<file path="src/rtl/bhp_pkg.sv">
package bhp_pkg;
  localparam int unsigned DEF_ADDR_W  = 32;
  localparam int unsigned DEF_ENTRIES = 16;
  localparam int unsigned DEF_STEP    = 4;

  typedef enum logic [1:0] {
    UPD_NONE    = 2'd0,
    UPD_REFRESH = 2'd1,
    UPD_ALLOC   = 2'd2
  } upd_kind_e;
endpackage

</file>
<file path="src/rtl/bhp_table.sv">
module bhp_table #(
  parameter int unsigned ADDR_W  = 32,
  parameter int unsigned ENTRIES = 16,
  parameter int unsigned TAG_W   = 26,
  localparam int unsigned IDX_W  = $clog2(ENTRIES)
) (
  input  logic              clk,
  input  logic              rst_n,
  input  logic [IDX_W-1:0]  rda_idx,
  output logic              rda_valid,
  output logic [TAG_W-1:0]  rda_tag,
  output logic              rda_taken,
  output logic [ADDR_W-1:0] rda_target,
  input  logic [IDX_W-1:0]  rdb_idx,
  output logic              rdb_valid,
  output logic [TAG_W-1:0]  rdb_tag,
  output logic [ADDR_W-1:0] rdb_target,
  input  logic              wr_en,
  input  logic [IDX_W-1:0]  wr_idx,
  input  logic [TAG_W-1:0]  wr_tag,
  input  logic              wr_taken,
  input  logic [ADDR_W-1:0] wr_target
);
  logic [ENTRIES-1:0] valid_q, valid_d;
  logic [TAG_W-1:0]   tag_q    [ENTRIES];
  logic [ADDR_W-1:0]  target_q [ENTRIES];
  logic [ENTRIES-1:0] taken_q;
  logic [ENTRIES-1:0] slot_we;

  always_comb begin
    slot_we = '0;
    if (wr_en) slot_we[wr_idx] = 1'b1;
    valid_d = valid_q | slot_we;
  end

  always_ff @(posedge clk or negedge rst_n) begin
    if (!rst_n) valid_q <= '0;
    else        valid_q <= valid_d;
  end

  for (genvar e = 0; e < ENTRIES; e++) begin : g_slot
    always_ff @(posedge clk) begin
      if (slot_we[e]) begin
        tag_q[e]    <= wr_tag;
        target_q[e] <= wr_target;
        taken_q[e]  <= wr_taken;
      end
    end
  end

  assign rda_valid  = valid_q[rda_idx];
  assign rda_tag    = tag_q[rda_idx];
  assign rda_taken  = taken_q[rda_idx];
  assign rda_target = target_q[rda_idx];
  assign rdb_valid  = valid_q[rdb_idx];
  assign rdb_tag    = tag_q[rdb_idx];
  assign rdb_target = target_q[rdb_idx];

  AST_WRITE_LANDS: assert property (@(posedge clk) disable iff (!rst_n)
    wr_en |=> valid_q[$past(wr_idx)] && tag_q[$past(wr_idx)] == $past(wr_tag));
  AST_IDLE_KEEPS_VALID: assert property (@(posedge clk) disable iff (!rst_n)
    !wr_en |=> valid_q == $past(valid_q));
endmodule

</file>
<file path="src/rtl/bhp_resolve.sv">
module bhp_resolve #(
  parameter int unsigned ADDR_W  = 32,
  parameter int unsigned TAG_W   = 26,
  parameter int unsigned IDX_W   = 4,
  parameter int unsigned OFS_W   = 2,
  parameter int unsigned STEP    = 4
) (
  input  logic              clk,
  input  logic              rst_n,
  input  logic              res_valid,
  input  logic [ADDR_W-1:0] res_pc,
  input  logic              res_taken,
  input  logic [ADDR_W-1:0] res_target,
  input  logic [ADDR_W-1:0] res_used_next,
  output logic [IDX_W-1:0]  look_idx,
  input  logic              look_valid,
  input  logic [TAG_W-1:0]  look_tag,
  input  logic [ADDR_W-1:0] look_target,
  output logic              wr_en,
  output logic [TAG_W-1:0]  wr_tag,
  output logic              wr_taken,
  output logic [ADDR_W-1:0] wr_target,
  output logic              mispredict,
  output logic [ADDR_W-1:0] correct_next
);
  import bhp_pkg::*;

  logic       res_hit;
  logic [ADDR_W-1:0] fall_next;
  upd_kind_e  kind;

  assign look_idx  = res_pc[OFS_W +: IDX_W];
  assign wr_tag    = res_pc[ADDR_W-1 -: TAG_W];
  assign res_hit   = look_valid && (look_tag == wr_tag);
  assign fall_next = res_pc + ADDR_W'(STEP);

  always_comb begin
    kind = UPD_NONE;
    if (res_valid) begin
      if (res_hit)        kind = UPD_REFRESH;
      else if (res_taken) kind = UPD_ALLOC;
    end
  end

  assign wr_en        = (kind != UPD_NONE);
  assign wr_taken     = res_taken;
  assign wr_target    = res_taken ? res_target : look_target;
  assign correct_next = res_taken ? res_target : fall_next;
  assign mispredict   = res_valid && (res_used_next != correct_next);

  AST_DIRECTION_FLIP_FLUSHES: assert property (@(posedge clk) disable iff (!rst_n)
    (res_valid && res_taken && res_used_next == fall_next && res_target != fall_next)
      |-> mispredict);
endmodule

</file>
<file path="src/rtl/bht_predictor.sv">
module bht_predictor #(
  parameter int unsigned ADDR_W  = bhp_pkg::DEF_ADDR_W,
  parameter int unsigned ENTRIES = bhp_pkg::DEF_ENTRIES,
  parameter int unsigned STEP    = bhp_pkg::DEF_STEP
) (
  input  logic              clk,
  input  logic              rst_n,
  input  logic [ADDR_W-1:0] fetch_pc,
  output logic              pred_hit,
  output logic              pred_taken,
  output logic [ADDR_W-1:0] next_pc,
  input  logic              res_valid,
  input  logic [ADDR_W-1:0] res_pc,
  input  logic              res_taken,
  input  logic [ADDR_W-1:0] res_target,
  input  logic [ADDR_W-1:0] res_used_next,
  output logic              flush,
  output logic [ADDR_W-1:0] redirect_pc
);
  localparam int unsigned IDX_W = $clog2(ENTRIES);
  localparam int unsigned OFS_W = $clog2(STEP);
  localparam int unsigned TAG_W = ADDR_W - IDX_W - OFS_W;

  logic rst_meta_q, rst_sync_q;
  always_ff @(posedge clk or negedge rst_n) begin
    if (!rst_n) begin
      rst_meta_q <= 1'b0;
      rst_sync_q <= 1'b0;
    end else begin
      rst_meta_q <= 1'b1;
      rst_sync_q <= rst_meta_q;
    end
  end

  logic [IDX_W-1:0]  f_idx, r_idx;
  logic              f_valid, f_taken, r_valid;
  logic [TAG_W-1:0]  f_tag, r_tag, w_tag;
  logic [ADDR_W-1:0] f_target, r_target, w_target;
  logic              w_en, w_taken;
  logic [ADDR_W-1:0] seq_next, guess_next;
  logic              unused_low;

  assign f_idx      = fetch_pc[OFS_W +: IDX_W];
  assign unused_low = ^{fetch_pc[OFS_W-1:0], res_pc[OFS_W-1:0]};

  bhp_table #(.ADDR_W(ADDR_W), .ENTRIES(ENTRIES), .TAG_W(TAG_W)) u_table (
    .clk(clk), .rst_n(rst_sync_q),
    .rda_idx(f_idx), .rda_valid(f_valid), .rda_tag(f_tag),
    .rda_taken(f_taken), .rda_target(f_target),
    .rdb_idx(r_idx), .rdb_valid(r_valid), .rdb_tag(r_tag), .rdb_target(r_target),
    .wr_en(w_en), .wr_idx(r_idx), .wr_tag(w_tag),
    .wr_taken(w_taken), .wr_target(w_target)
  );

  bhp_resolve #(.ADDR_W(ADDR_W), .TAG_W(TAG_W), .IDX_W(IDX_W),
                .OFS_W(OFS_W), .STEP(STEP)) u_resolve (
    .clk(clk), .rst_n(rst_sync_q),
    .res_valid(res_valid), .res_pc(res_pc), .res_taken(res_taken),
    .res_target(res_target), .res_used_next(res_used_next),
    .look_idx(r_idx), .look_valid(r_valid), .look_tag(r_tag),
    .look_target(r_target),
    .wr_en(w_en), .wr_tag(w_tag), .wr_taken(w_taken), .wr_target(w_target),
    .mispredict(flush), .correct_next(redirect_pc)
  );

  assign pred_hit   = f_valid && (f_tag == fetch_pc[ADDR_W-1 -: TAG_W]);
  assign pred_taken = pred_hit && f_taken;
  assign seq_next   = fetch_pc + ADDR_W'(STEP);
  assign guess_next = pred_taken ? f_target : seq_next;
  assign next_pc    = flush ? redirect_pc : guess_next;

  AST_REDIRECT_WINS: assert property (@(posedge clk) disable iff (!rst_sync_q)
    flush |-> next_pc == redirect_pc);
  AST_MISS_FALLS_THROUGH: assert property (@(posedge clk) disable iff (!rst_sync_q)
    (!flush && !pred_hit) |-> next_pc == fetch_pc + ADDR_W'(STEP));
  AST_TAKEN_NEEDS_HIT: assert property (@(posedge clk) disable iff (!rst_sync_q)
    pred_taken |-> pred_hit);
endmodule

</file>
<file path="config.mk">
export PLATFORM = sky130hd
export DESIGN_NAME = bht_predictor
export DESIGN_NICKNAME = d
export VERILOG_FILES = /design/src/rtl/bhp_pkg.sv /design/src/rtl/bhp_table.sv /design/src/rtl/bhp_resolve.sv /design/src/rtl/bht_predictor.sv
export SDC_FILE = /design/constraint.sdc
export NUM_CORES = 2
export LEC_CHECK = 0
export ABC_CLOCK_PERIOD_IN_PS = 5000
export BUFFER_PORTS_ARGS = -buffer_cell sky130_fd_sc_hd__clkbuf_2
export CAP_MARGIN = 20
export CORE_ASPECT_RATIO = 0.75
export CORE_MARGIN = 10
export CORE_UTILIZATION = 60
export CTS_CLUSTER_DIAMETER = 200
export DETAILED_ROUTE_END_ITERATION = 8
export MAX_ROUTING_LAYER = met4
export PLACE_DENSITY = 0.82
export SLEW_MARGIN = 40
export SYNTH_ARGS = -nofsm -noshare
export SYNTH_HDL_FRONTEND = slang
export SYNTH_SLANG_ARGS = --single-unit
</file>
<file path="constraint.sdc">
create_clock -name clk -period 5 [get_ports clk]
set_clock_uncertainty 0.05 [all_clocks]
set_input_delay 0.25 -clock clk [delete_from_list [all_inputs] [get_ports clk]]
set_output_delay 0.25 -clock clk [all_outputs]
set_load 0.02 [all_outputs]
</file>
; Yosys cells after proc, flatten, opt, wreduce, memory -nomap -nowiden
; Memories as Yosys holds them, arrays and structs flattened.
; Cells that the tools add are included.
[totals]
ff_bits = 34
latchBits = 0
ram_bits = 928
rom_bits = 0
in_bits = 132
out_inout_bits = 67
elab_cells = 204
memories = 2
[mem_list]
columns = name, words, width, read_ports, rd_ports_with_merged_regs, write_ports, line_no
row1 = u_table.target_q, 16, 32, 2, 0, 1, bhp_table.sv:26  ; logic [ADDR_W-1:0] target_q [ENTRIES];
row2 = u_table.tag_q, 16, 26, 2, 0, 1, bhp_table.sv:25  ; logic [TAG_W-1:0] tag_q [ENTRIES];
[op_classes]
add_sub_neg = 2
multipliers = 0
n_div = 0
order_cmp = 3
eq_ne = 3
shift = 0
muxes = 138
n_bitwise = 1
reduce_logical = 36
[op_table]
columns = operator, n
row1 = 32-bit two-way mux, 19
row2 = 32-bit OR reduction, 15
row3 = 26-bit two-way mux, 15
row4 = 26-bit OR reduction, 15
row5 = 4-bit two-way mux, 30
row6 = 1-bit two-way mux, 66
row7 = "32-bit by 3-bit adder with 32-bit output, second input constant", 2
row8 = 26-bit == test, 2
row9 = 32-bit != test, 1
row10 = 16-bit two-way mux, 1
row11 = 16-bit OR, 1
row12 = 1-bit binary-select mux with 4-bit select, 3
row13 = "4-bit by 5-bit < comparator with 1-bit output, second input constant", 2
row14 = 2-bit two-way mux, 3
row15 = 1-bit logical AND, 5
row16 = 1-bit demux with 4-bit select, 1
row17 = "4-bit by 1-bit greater-or-equal comparator with 1-bit output, second input constant", 1
row18 = 2-bit nonzero test, 1

; Logic depth before layout (Yosys ltp)
[logic_depth]
ltp_word = 25
ltp_mapped = 17

; Cells and area by module
; Synthesis repeated with hierarchy kept, for this count alone.
[unflattened]
cells_unflattened = 2738
hier_area_um2 = 47663.2
[modules_own_cells]
columns = module, n_inst, cells_each, area_per_inst_um2, seq_area_each_um2
row1 = bhp_table, 1, 2000, 42751.0, 28747.6
row2 = bhp_resolve, 1, 475, 3052.9, 0.0
row3 = bht_predictor, 1, 263, 1859.3, 50.0

; Worst setup path before layout
; Ideal clock, no wire load.
[synth_path]
kind = in2reg
from = input res_pc[3]
to = register u_table.valid_q[7]
setup_ps = 91
t_arrival_ps = 7558
required_ps = 4859
slack_ps = -2699
cell_stages = 12
path_cell_list = buf_2 buf_2 buf_2 buf_1 mux4_2 mux4_2 xor2_1 nor3_1 nand3_1 o21a_1 nor3b_1 or2_2
[synth_via]
elab_chain_cells = 8
elab_cells_between_ends = 15
classes_between = order compare: 2 / eq/ne: 1 / mux: 7 / bitwise: 1 / reduce/logical: 3 / memory: 1
[synth_lines]
columns = element, line_no
row1 = from (decl), bht_predictor.sv:13  ; input logic [ADDR_W-1:0] res_pc,
row2 = memory 16 x 26 bit / 1-bit binary-select mux with 4-bit select (equally long branches), n/a
row3 = 26-bit == test / 1-bit two-way mux (equally long branches), "bhp_resolve.sv:34, bhp_table.sv:55"
row4 = 1-bit logical AND, bhp_resolve.sv:34  ; assign res_hit = look_valid && (look_tag == wr_tag);
row5 = 2-bit two-way mux, bhp_resolve.sv:40  ; if (res_hit) kind = UPD_REFRESH;
row6 = 2-bit two-way mux, bhp_resolve.sv:39  ; if (res_valid) begin
row7 = 2-bit nonzero test, bhp_resolve.sv:45  ; assign wr_en = (kind != UPD_NONE);
row8 = 16-bit two-way mux *, bhp_table.sv:32  ; if (wr_en) slot_we[wr_idx] = 1'b1;
row9 = via u_table.slot_we[7], bhp_table.sv:28  ; logic [ENTRIES-1:0] slot_we;
row10 = 16-bit OR *, bhp_table.sv:33  ; valid_d = valid_q | slot_we;
row11 = via u_table.valid_d[7], bhp_table.sv:24  ; logic [ENTRIES-1:0] valid_q, valid_d;
row12 = to (signal assigned), bhp_table.sv:38  ; else valid_q <= valid_d;
row13 = to (decl), bhp_table.sv:24
; The timed path passes the listed nets; every way through them passes the cells marked *. The select of a mux whose other input is x is not followed.
; A chain may end at the register's enable or synchronous reset.

; Worst setup path after layout
[layout_path]
from = input res_taken
to = output next_pc[11]
[layout_via]
elab_chain_cells = 4
[layout_lines]
columns = element, line_no
row1 = from (decl), bht_predictor.sv:14  ; input logic res_taken,
row2 = 32-bit two-way mux *, bhp_resolve.sv:48  ; assign correct_next = res_taken ? res_target : fall_next;
row3 = 32-bit != test, bhp_resolve.sv:49  ; assign mispredict = res_valid && (res_used_next != correct_next);
row4 = 1-bit logical AND, bhp_resolve.sv:49
row5 = 32-bit two-way mux *, bht_predictor.sv:70  ; assign next_pc = flush ? redirect_pc : guess_next;
row6 = to (decl), bht_predictor.sv:11  ; output logic [ADDR_W-1:0] next_pc,
; Mark *: on every way between the ends. The rest lies on a longest branch, timed or not.

==> summary.md <==
| Metric | Value |
|---|---|
| Total number of vias | about 31000 |
| Die ar. | ~93000 µm² |
| DRT Pass-1 Iters | 6 |
| Seq/Total Area, Yosys | 0.5932 |
| DR vias/cell | roughly 7.7 |
| Antenna violations before repair | 14 |
| Power Total | roughly 0.018 W |
| DR WL/cell | around 40 µm |
| Yosys reg bits | 962 |
| CTS clock-pin slew for the worst setup and hold paths | 0.06 ns |
| # IOs | slightly below 200 |
| Clk root buf | clkbuf_16 |
| Syn Inst Count | between 2000 and 3000 |
| Port Buffer Count | between 150 and 200 |
| Mapped Area | ~49000 µm² |
| Worst vdd ir | roughly 0.28 mV |
| Unrepaired setup endpoints after global routing | false |
| TritonCTS Buffers | a little over 90 |
| Cell Area, Placed | slightly above 50000 µm² |
| Mean Syn Cell Area | between 15 and 20 µm² |
| Starting Density | 0.6047 |
| Worst-Skew Late Latency | 0.67 ns |
| Endpoints failing setup | 0 |
| Worst EP arrival | roughly 4.6 ns |
| Period minus WS final | roughly 4.9 ns |
| Synth cell count leaders | 944 x edfxtp_1, 517 x mux4_2, 154 x nand2_1 |
| Die Height | approximately 270 µm |
| Grt total ovfl | 0 |
| Final instance area | ~55000 µm² |
| Max_cap viols | 0 |
| Area leader, netlist | edfxtp_1 |
| Post-route setup slack | 0.1348 ns |
| CTS tree | done |
| Final Max Tran Viols | 0 |
| Power Density | between 300 and 400 nW/µm² |
| Slowest cell delay on critical path | roughly 0.52 ns |
| Synth top area cells | edfxtp_1 58%, mux4_2 24%, mux2i_1 2.5%, xnor2_1 1.9%, mux2_2 1.7% |
| Die Wd | about 350 µm |
| Crit share post-route | 0.9730 |
| CP cell instances | dlygate4sd3_1, buf_4, buf_12, mux2i_1, a22o_1, a311oi_1, nand4_1, nor4_1, nand4_1, nor4_2, a41oi_4, buf_4, mux2_1, clkbuf_2 |
| Synth warn | 0 |
| Status | complete, no violations |
| Critical setup path kind | in -> out |
| Cell family with most CP delay | buffers and inverters |
| CP startpoint kind | primary input |
| Starting DRT DRC Count | 6073 |
| CP Max Fanout | between 50 and 60 |
| Antenna violation net count after detailed routing | 0 |
| Critical-path top delay cell | dlygate4sd3_1 |
| Slew @ Worst Pin | roughly 0.83 ns |
| Count leader, synth | edfxtp_1 |
| Vias in the first global route | between 30000 and 40000 |
| Fmax | between 200 and 250 MHz |
| FFs w/ async S/R, synth | 0.01871 |
| WL final | roughly 160000 µm |
| Clk sinks | between 900 and 1000 |
| Layout Area Growth over Synthesis | 13.36% |
| WP data required | around 4.7 ns |
| Pleak | between 15 and 20 nW |
| Final Hold Fails | 0 |
| Worst rel slew slack | 0.4435 |
| Final HPWL DP | 106500 µm |
| Overall routing resource usage | 0.3631 |
| Row cnt | 90 |
| # fillers | 5050 |
| Placer congestion estimate | around 1.0 |
| Global-route wire length before repair | between 200000 and 250000 µm |
| WP buf/inv | 5 |
| Dpl ws | approximately 0.038 ns |
| Core box area | 80290 µm² |
| EDFF count, synth | roughly 940 |
| Post-synth top flop | edfxtp_1 |
| Largest net degree at the start of global routing | between 70 and 80 |
| Distinct cell type count after synthesis | 75 |
| Hold crit path type | in -> reg |
| Layout cells sized above 1 | 0.3728 |
| Yosys top cell area share | 0.5839 |
| Htree depth | 3 |
| Final #Nets | 3071 |
| Clock buffer depth | 3 |
| Post-synthesis net count | 2821 |
| Drt drc | 0 |
| Worst Setup End Kind | primary output |
cells in the final DEF, fill, tap and decap left out, types with 19 or more instances in the layout:
master and n:
edfxtp_1 944, mux4_2 517, clkbuf_2 190, nand2_1 154
mux2i_1 122, buf_4 106, xnor2_1 104, clkbuf_16 94
mux2_2 72, buf_12 50, nor2_1 43, inv_1 39
o21ai_0 39, xor2_1 35, nand3_1 29, nand4_1 25
a21oi_1 22, a22oi_1 22, clkinv_2 21, nor3_1 20
o22ai_1 20, and3_1 19, clkinv_1 19
layer usage:
layer / wire (µm) / part of all wire / GRT usage / vias up
met1: 56660 / 0.35 / 0.4730 / 16170
met3: 27440 / 0.17 / 0.1448 / 431
met2: 72760 / 0.44 / 0.5143 / 3049
met4: 7159 / 0.044 / 0.1374 / 0
li1: - / - / - / 11810
met5: 0 / 0 / - / -
what timing repair did:
action                                  in CTS  in global routing
endpoints found under the setup margin       0                 25
hold buffers                                 6                  0
resized for setup                            0                  5
buffers inserted                             0                  0
endpoints found under the hold margin       14                  0
power by group:
part | switching (W) | total (W) | internal (W) | leakage, nW
logic | 0.00135 | 0.00224 | 0.000885 | 8.11
clock network | 0.00309 | 0.00716 | 0.00407 | 1.48
registers | 0.0000601 | 0.00909 | 0.00903 | 8.73
metrics by stage:
step                hold WS [ns]    util  TNS, ns  cells
finish                   0.06478  0.6854        0   4084
global route             0.06652  0.6854        0   4083
CTS                      0.03840  0.6846        0   4070
detailed placement     -0.005986  0.6459        0   3891
global placement        -0.01281  0.6456        0   3890
floorplan               -0.09559       -  -671.42   2684
final timing paths:
| check | cells past startpoint | slack, ns | endpoint | start |
|---|---|---|---|---|
| worst min register to register | 0 | 0.22 | u_table.valid_q[7]$_DFF_PN0_ | rst_sync_q$_DFF_PN0_ |
| worst min-delay path | 2 | 0.06 | u_table.tag_q[10][14]$_DFFE_PP_ | res_pc[20] |
| min in group asynchronous | 0 | 0.22 | u_table.valid_q[7]$_DFF_PN0_ | rst_sync_q$_DFF_PN0_ |
| max in group asynchronous | 0 | 4.25 | u_table.valid_q[0]$_DFF_PN0_ | rst_sync_q$_DFF_PN0_ |
| worst max register to register | 9 | 0.61 | u_table.tag_q[7][2]$_DFFE_PP_ | u_table.tag_q[7][23]$_DFFE_PP_ |
| worst max-delay path | 14 | 0.13 | next_pc[11] | res_taken |
sequential cells by signal, indices dropped and copies added, names as in the netlist:
register / count
u_table.tag_q: 416
rst_sync_q: 1
rst_meta_q: 1
u_table.target_q: 512
u_table.taken_q: 16
u_table.valid_q: 16
logic make-up after synthesis:
| logic type | count (synthesis) | synth area share |
|---|---|---|
| xor gates and xnor gates | 139 | 0.02508 |
| AOI/OAI and AO/OA | 213 | 0.03129 |
| and+or+nand+nor | 406 | 0.04299 |
| DFF | 962 | 0.5932 |
| other | 1 | 0.00007724 |
| adders and majority gates | 5 | 0.001289 |
| muxes | 714 | 0.2824 |
| buffers and inverters | 244 | 0.02376 |
worst register-to-register path, delay by kind of cell, from the launching register on:
| kind | cells | cell delay (ns) |
|---|---|---|
| simple gates | 3 | 1.39 |
| mux | 2 | 0.97 |
| buf+inv | 2 | 0.64 |
| flops | 1 | 0.42 |
| compound gates | 1 | 0.29 |
| xor+xnor | 1 | 0.26 |
final cells by class:
class                   count  area (µm²)  area share
clock inverters            63       633.1     0.01150
repair buffers            358        2890     0.05252
well taps                1058        1324     0.02405
inverters                  41       156.4    0.002842
flip-flops and latches    962       28800      0.5233
diodes                     14       35.03   0.0006366
clock buffers             110        2412     0.04383
multi-input cells        1478       18790      0.3413
Power figures use the tool's default switching activity.
